===== config.mk =====
export PLATFORM = sky130hd
export DESIGN_NAME = acia_regif
export DESIGN_NICKNAME = d
export VERILOG_FILES = /design/src/rtl/acia_pkg.sv /design/src/rtl/acia_cfg.sv /design/src/rtl/acia_rx.sv /design/src/rtl/acia_tx.sv /design/src/rtl/acia_irq.sv /design/src/rtl/acia_regif.sv
export SDC_FILE = /design/constraint.sdc
export NUM_CORES = 1
export LEC_CHECK = 0
export BUFFER_PORTS_ARGS = -buffer_cell sky130_fd_sc_hd__buf_2
export CAP_MARGIN = 20
export CORE_MARGIN = 2
export CORE_UTILIZATION = 45
export DETAILED_ROUTE_END_ITERATION = 8
export PLACE_DENSITY = 0.81
export SLEW_MARGIN = 20
export SYNTH_ARGS = -nofsm -noshare
export SYNTH_HDL_FRONTEND = slang
export SYNTH_SLANG_ARGS = --single-unit

===== constraint.sdc =====
create_clock -name clk -period 1.5 [get_ports clk]
set_input_delay 0.3 -clock clk [delete_from_list [all_inputs] [get_ports clk]]
set_output_delay 0.3 -clock clk [all_outputs]
set_load 0.01 [all_outputs]

===== src/rtl/acia_pkg.sv =====
package acia_pkg;
  localparam int REG_W = 8;

  typedef enum logic [1:0] {
    OFS_DATA = 2'd0,
    OFS_STAT = 2'd1,
    OFS_CMD  = 2'd2,
    OFS_CTRL = 2'd3
  } ofs_e;

  typedef struct packed {
    logic irq;
    logic dsr;
    logic dcd;
    logic tdre;
    logic rdrf;
    logic ovr;
    logic fe;
    logic pe;
  } stat_t;

  // receive-full interrupt allowed: terminal ready and bit 1 low
  function automatic logic rx_irq_allowed(input logic [REG_W-1:0] cmd);
    return cmd[0] & ~cmd[1];
  endfunction

  // transmit-empty interrupt allowed: terminal ready and bits 3:2 = 01
  function automatic logic tx_irq_allowed(input logic [REG_W-1:0] cmd);
    return cmd[0] & (cmd[3:2] == 2'b01);
  endfunction

  // partial reset keeps the parity field only
  function automatic logic [REG_W-1:0] soft_cmd(input logic [REG_W-1:0] cmd);
    return {cmd[7:5], 5'b00000};
  endfunction
endpackage


===== src/rtl/acia_cfg.sv =====
module acia_cfg
  import acia_pkg::*;
#(
  parameter int DW = REG_W
) (
  input  logic          clk,
  input  logic          rst_n,
  input  logic          cmd_we,
  input  logic          ctrl_we,
  input  logic          soft_rst,
  input  logic [DW-1:0] wdata,
  output logic [DW-1:0] cmd,
  output logic [DW-1:0] ctrl
);
  always_ff @(posedge clk or negedge rst_n) begin
    if (!rst_n) begin
      cmd  <= '0;
      ctrl <= '0;
    end else begin
      if (soft_rst)    cmd <= soft_cmd(cmd);
      else if (cmd_we) cmd <= wdata;
      if (ctrl_we)     ctrl <= wdata;
    end
  end


  soft_keep_chk: assert property (@(posedge clk) disable iff (!rst_n)
    soft_rst |=> (cmd[4:0] == 5'd0) && (cmd[7:5] == $past(cmd[7:5])) && $stable(ctrl));
endmodule


===== src/rtl/acia_rx.sv =====
module acia_rx
  import acia_pkg::*;
#(
  parameter int DW = REG_W
) (
  input  logic          clk,
  input  logic          rst_n,
  input  logic          rx_en,
  input  logic          rx_valid,
  input  logic [DW-1:0] rx_data,
  input  logic          rx_perr,
  input  logic          rx_ferr,
  input  logic          data_rd,
  input  logic          soft_rst,
  output logic [DW-1:0] rx_hold,
  output logic          rdrf,
  output logic          ovr,
  output logic          fe,
  output logic          pe,
  output logic          rx_accept,
  output logic          rx_orun
);
  assign rx_accept = rx_valid & rx_en & ~rdrf;
  assign rx_orun   = rx_valid & rx_en & rdrf;

  always_ff @(posedge clk or negedge rst_n) begin
    if (!rst_n) begin
      rx_hold <= '0;
      rdrf    <= 1'b0;
      ovr     <= 1'b0;
      fe      <= 1'b0;
      pe      <= 1'b0;
    end else begin
      if (rx_accept) begin
        rx_hold <= rx_data;
        pe      <= rx_perr;
        fe      <= rx_ferr;
      end
      if (rx_accept)    rdrf <= 1'b1;
      else if (data_rd) rdrf <= 1'b0;
      if (soft_rst)       ovr <= 1'b0;
      else if (rx_accept) ovr <= 1'b0;
      else if (rx_orun)   ovr <= 1'b1;
    end
  end


  orun_keep_chk: assert property (@(posedge clk) disable iff (!rst_n)
    (rx_orun && !soft_rst) |=> ovr && $stable(rx_hold) && $stable(pe) && $stable(fe));

  rx_off_chk: assert property (@(posedge clk) disable iff (!rst_n)
    (rx_valid && !rx_en) |=> $stable(rx_hold) && (rdrf == ($past(rdrf) && !$past(data_rd))));

  rx_fill_chk: assert property (@(posedge clk) disable iff (!rst_n)
    rx_accept |=> rdrf && (rx_hold == $past(rx_data)));
endmodule


===== src/rtl/acia_tx.sv =====
module acia_tx
  import acia_pkg::*;
#(
  parameter int DW = REG_W
) (
  input  logic          clk,
  input  logic          rst_n,
  input  logic          data_we,
  input  logic [DW-1:0] wdata,
  input  logic          tx_take,
  output logic [DW-1:0] tx_hold,
  output logic          tdre,
  output logic          tx_empty_evt
);
  assign tx_empty_evt = tx_take & ~tdre & ~data_we;

  always_ff @(posedge clk or negedge rst_n) begin
    if (!rst_n) begin
      tx_hold <= '0;
      tdre    <= 1'b1;
    end else if (data_we) begin
      tx_hold <= wdata;
      tdre    <= 1'b0;
    end else if (tx_take) begin
      tdre    <= 1'b1;
    end
  end


  tx_load_chk: assert property (@(posedge clk) disable iff (!rst_n)
    data_we |=> !tdre && (tx_hold == $past(wdata)));
endmodule


===== src/rtl/acia_irq.sv =====
module acia_irq
  import acia_pkg::*;
#(
  parameter int DW = REG_W
) (
  input  logic          clk,
  input  logic          rst_n,
  input  logic [DW-1:0] cmd,
  input  logic          rx_evt,
  input  logic          tx_evt,
  input  logic          stat_rd,
  output logic          irq,
  output logic          irq_set
);
  assign irq_set = (rx_evt & rx_irq_allowed(cmd)) | (tx_evt & tx_irq_allowed(cmd));

  always_ff @(posedge clk or negedge rst_n) begin
    if (!rst_n)       irq <= 1'b0;
    else if (irq_set) irq <= 1'b1;
    else if (stat_rd) irq <= 1'b0;
  end


  irq_clear_chk: assert property (@(posedge clk) disable iff (!rst_n)
    (stat_rd && !irq_set) |=> !irq);

  irq_rise_chk: assert property (@(posedge clk) disable iff (!rst_n)
    (!irq && !irq_set) |=> !irq);
endmodule


===== src/rtl/acia_regif.sv =====
module acia_regif
  import acia_pkg::*;
#(
  parameter int DW = REG_W,
  parameter int AW = 2
) (
  input  logic          clk,
  input  logic          rst_n,
  input  logic          cs,
  input  logic [AW-1:0] addr,
  input  logic          wr,
  input  logic          rd,
  input  logic [DW-1:0] wdata,
  output logic [DW-1:0] rdata,
  output logic          irq_n,
  output logic [DW-1:0] tx_data,
  output logic          tx_full,
  input  logic          tx_take,
  input  logic          rx_valid,
  input  logic [DW-1:0] rx_data,
  input  logic          rx_perr,
  input  logic          rx_ferr,
  input  logic          dcd_in,
  input  logic          dsr_in,
  output logic          dtr_n,
  output logic          rts_n,
  output logic          tx_break,
  output logic          echo_en,
  output logic          rx_en,
  output logic [2:0]    par_mode,
  output logic [DW-1:0] ctrl_cfg
);
  ofs_e ofs;
  assign ofs = ofs_e'(addr);

  logic data_we, soft_rst, cmd_we, ctrl_we, data_rd, stat_rd;
  assign data_we  = cs & wr & (ofs == OFS_DATA);
  assign soft_rst = cs & wr & (ofs == OFS_STAT);
  assign cmd_we   = cs & wr & (ofs == OFS_CMD);
  assign ctrl_we  = cs & wr & (ofs == OFS_CTRL);
  assign data_rd  = cs & rd & (ofs == OFS_DATA);
  assign stat_rd  = cs & rd & (ofs == OFS_STAT);

  logic [DW-1:0] cmd, ctrl, rx_hold;
  logic rdrf, ovr, fe, pe, rx_accept, rx_orun;
  logic tdre, tx_empty_evt, irq, irq_set;

  acia_cfg #(.DW(DW)) u_cfg (
    .clk(clk), .rst_n(rst_n), .cmd_we(cmd_we), .ctrl_we(ctrl_we),
    .soft_rst(soft_rst), .wdata(wdata), .cmd(cmd), .ctrl(ctrl)
  );

  acia_rx #(.DW(DW)) u_rx (
    .clk(clk), .rst_n(rst_n), .rx_en(rx_en), .rx_valid(rx_valid),
    .rx_data(rx_data), .rx_perr(rx_perr), .rx_ferr(rx_ferr),
    .data_rd(data_rd), .soft_rst(soft_rst), .rx_hold(rx_hold),
    .rdrf(rdrf), .ovr(ovr), .fe(fe), .pe(pe),
    .rx_accept(rx_accept), .rx_orun(rx_orun)
  );

  acia_tx #(.DW(DW)) u_tx (
    .clk(clk), .rst_n(rst_n), .data_we(data_we), .wdata(wdata),
    .tx_take(tx_take), .tx_hold(tx_data), .tdre(tdre),
    .tx_empty_evt(tx_empty_evt)
  );

  acia_irq #(.DW(DW)) u_irq (
    .clk(clk), .rst_n(rst_n), .cmd(cmd), .rx_evt(rx_accept),
    .tx_evt(tx_empty_evt), .stat_rd(stat_rd), .irq(irq), .irq_set(irq_set)
  );

  stat_t stat;
  always_comb begin
    stat      = '0;
    stat.irq  = irq;
    stat.dsr  = dsr_in;
    stat.dcd  = dcd_in;
    stat.tdre = tdre;
    stat.rdrf = rdrf;
    stat.ovr  = ovr;
    stat.fe   = fe;
    stat.pe   = pe;
  end

  always_comb begin
    unique case (ofs)
      OFS_DATA: rdata = rx_hold;
      OFS_STAT: rdata = stat;
      OFS_CMD:  rdata = cmd;
      default:  rdata = ctrl;
    endcase
  end

  assign irq_n    = ~irq;
  assign tx_full  = ~tdre;
  assign rx_en    = cmd[0];
  assign dtr_n    = ~cmd[0];
  assign rts_n    = (cmd[3:2] == 2'b00);
  assign tx_break = (cmd[3:2] == 2'b11);
  assign echo_en  = cmd[4];
  assign par_mode = cmd[7:5];
  assign ctrl_cfg = ctrl;


  err_no_irq_chk: assert property (@(posedge clk) disable iff (!rst_n)
    (rx_orun && !irq && !tx_empty_evt) |=> !irq);

  tx_irq_chk: assert property (@(posedge clk) disable iff (!rst_n)
    (tx_take && !tdre && !data_we && cmd[0] && cmd[3:2] == 2'b01) |=> !irq_n);
endmodule


==> results.json <==
{
  "pwr-share-comb_pct": 36.8,
  "ys_types": 25,
  "p_switching_mw": 1.10,
  "r2r-start": "u_cfg.cmd[0]",
  "placed_cells": 243,
  "min_period_over_period_pct": 108,
  "cts_buffer_depth": 2,
  "syn_inst": 130,
  "cp-endpoint": "rdata[1]",
  "timing.fmax_mhz": 615,
  "path_class": "flip-flop to output port",
  "die_y_microns": 67.5,
  "reg2regPathDepth": 4,
  "rows": 23,
  "final_nets": 246,
  "insertion_delay_ns": 0.29,
  "finalWirelength_mm": 4.09,
  "die_x_microns": 67.5,
  "p_int_mw": 2.67,
  "tightest_slew_ns": 0.441,
  "hold_path_class": "primary input to flip-flop",
  "grt_usage_pct": 20.3,
  "worst_path_largest_cell_delay_ns": 0.49,
  "setup_violations": 8,
  "syn2layout_area_growth_pct": 37.2,
  "p_leak_nw": 1.20,
  "syn_avg_cell_area_sq_um": 13.9,
  "core-area_sq_um": 3940,
  "crit_family": "multiplexers",
  "ys_seq_elements": 38,
  "critPathMaxFanout": 2,
  "pwr-share-seq_pct": 41.0,
  "grt_max_degree": 25,
  "cts_root_buffer": "clkbuf_8",
  "drt_iter0_drc": 33,
  "worst_ep_required_time_ns": 1.20,
  "status": "complete, but fails checks",
  "grt_pass1_wl_mm": 6.47,
  "io_pins": 63,
  "grt_overflow": 0,
  "hold_violations": 0,
  "fin_skew_ns": 0.00401,
  "utilization_pct": 63.0,
  "num_vias": 1372,
  "grt_pass1_vias": 1279,
  "cp.depth": 2,
  "layout-drive-gt1-share_pct": 64.2,
  "clkPwrFrac_pct": 22.2,
  "critPathCaptureType": "output port",
  "cts_tree": "done",
  "cp.arrival_ns": 1.33,
  "drcViolationCount": 0,
  "cap_violations": 0,
  "ys_seq_area_share_pct": 52.6,
  "cts.sinks": 38,
  "path_buf_inv": 1,
  "h-tree-depth": 2,
  "cp_slowest_cell": "mux4_2",
  "regToRegEndpoint": "u_rx.rx_hold[2]",
  "globalplace.congestion": 0.868,
  "ant_nets": 0,
  "port_buffers": 62,
  "yosysWarnings": 0,
  "violations": "negative setup slack",
  "dpl.hpwl_mm": 3.03,
  "grt_antenna_before_repair": 0,
  "drv_slew": 0,
  "firstDrtPassIters": 4,
  "switching_share_pct": 29.1,
  "initial_utilization_pct": 46.0,
  "die_area_sq_um": 4550,
  "p_per_area_nw_per_um2": 1520,
  "relSlewSlack_pct": 70.4,
  "syn_nets": 159,
  "diodes": 0,
  "fin_crit_ns": 1.63,
  "cp-startpoint": "u_cfg.ctrl[1]",
  "stdcell_count": 268,
  "worst_slack_ns": -0.126,
  "netlist_area_sq_um": 1810,
  "crit_chain": "mux4_2 > buf_6",
  "start_kind": "flip-flop",
  "ir_drop_mv": 0.854,
  "cts_made_buffers": 5,
  "clk_pin_slew_ns": 0.07,
  "wire_per_inst_microns": 15.3,
  "rsz0062_at_grt": "yes",
  "via_per_inst": 5.12,
  "r2r_slack_ns": 0.11
}
[how the worst min path moves through the flow]
stage	endpoint	from	slack (ns)	cells past startpoint
6_report	u_rx.rx_hold[6]	rx_data[6]	0.23	2
5_1_grt	u_rx.rx_hold[6]	rx_data[6]	0.22	2
4_1_cts	u_rx.rx_hold[1]	rx_data[1]	0.23	2
3_5_place_dp	u_cfg.ctrl[4]	rst_n	0.24	1
3_3_place_gp	u_cfg.ctrl[4]	rst_n	0.24	1
2_1_floorplan	u_cfg.cmd[0]	rst_n	0.004	0
[placed cells by master, fill, tap and decap left out, types with 2 or more instances in the layout]
cell type / n
buf_6: 3
clkinv_2: 2
mux2_2: 29
nor2_1: 4
nand3_1: 6
buf_12: 3
mux4_2: 8
buf_2: 59
nand2_1: 7
a22o_1: 5
dfrtp_1: 36
inv_1: 3
o21ai_0: 7
clkbuf_8: 5
buf_4: 25
[cell type report]
type                    instances  area (sq um)
repair buffers                 91           587
fillers                       283          1460
well taps                      50          62.6
clock inverters                 3          40.0
inverters                       3          11.3
clock buffers                   5          68.8
flip-flops and latches         38           953
multi-input cells              78           762
[timing repair]
item | CTS | global route
gates resized for setup | 3 | 1
hold buffers | 1 | 0
hold endpoints to repair | 13 | 0
endpoints found under the setup margin | 8 | 9
setup buffers | 16 | 0
[sequential cells by signal, summed over array words and instances (netlist names)]
signal and flops:
u_rx.fe 1, u_tx.tdre 1, u_rx.rx_hold 8, u_tx.tx_hold 8
u_rx.rdrf 1, u_rx.pe 1, u_irq.irq 1, u_cfg.ctrl 8
u_rx.ovr 1, u_cfg.cmd 8
[routing by layer]
layer | vias to the layer above | GRT usage (%) | routed length [microns]
met5 | - | 0 | 0
met3 | 6 | 6.17 | 248
met2 | 45 | 30.1 | 1980
met4 | 0 | 8.42 | 61
li1 | 651 | - | -
met1 | 670 | 27.8 | 1800
[power by group through the flow]
stage	Clock (mW)	Combinational, mW	Sequential (mW)
finish	0.837	1.39	1.55
global route	0.904	1.50	1.58
CTS	0.859	1.38	1.55
detailed placement	0	1.11	1.62
global placement	0	1.08	1.60
floorplan	0	0.673	1.59
[kinds of logic after synthesis]
kind of cell	Yosys count	synth area share, %
buffers and inverters	14	5.39
AO/OA/AOI/OAI	16	5.94
AND/OR/NAND/NOR	25	8.15
multiplexers	37	28.0
flip-flops	38	52.6
[stage by stage]
step | setup TNS, ns | power [mW] | area (sq um) | hold WS, ns | setup slack [ns]
floorplan | 0 | 2.26 | 1810 | 0.00441 | 0.0777
global placement | -0.707 | 2.69 | 2230 | 0.235 | -0.0621
detailed placement | -0.935 | 2.73 | 2230 | 0.240 | -0.0793
CTS | -0.882 | 3.79 | 2480 | 0.226 | -0.133
global route | -1.15 | 3.98 | 2480 | 0.220 | -0.166
finish | -0.783 | 3.77 | 2480 | 0.233 | -0.126
[synthesized netlist by cell type]
| cell type | count | share of area (%) |
|---|---|---|
| a21oi_1 | 1 | 0.28 |
| a22o_1 | 5 | 2.4 |
| and2_1 | 1 | 0.35 |
| buf_2 | 3 | 0.83 |
| buf_4 | 5 | 2.1 |
| buf_6 | 3 | 1.9 |
| dfrtp_1 | 37 | 51 |
| dfstp_2 | 1 | 1.5 |
| inv_1 | 3 | 0.62 |
| mux2_2 | 29 | 18 |
| mux4_2 | 8 | 9.9 |
| nand2_1 | 7 | 1.5 |
| nand2_4 | 1 | 0.62 |
| nand2b_1 | 1 | 0.35 |
| nand3_1 | 6 | 1.7 |
| nand3b_1 | 1 | 0.41 |
| nand4_2 | 1 | 0.69 |
| nand4b_1 | 1 | 0.48 |
| nor2_1 | 4 | 0.83 |
| nor3_4 | 1 | 0.90 |
| nor3b_1 | 1 | 0.41 |
| o211ai_1 | 1 | 0.41 |
| o21ai_0 | 7 | 1.9 |
| o221ai_1 | 1 | 0.48 |
| o31ai_1 | 1 | 0.41 |
Power figures use the tool's default switching activity.
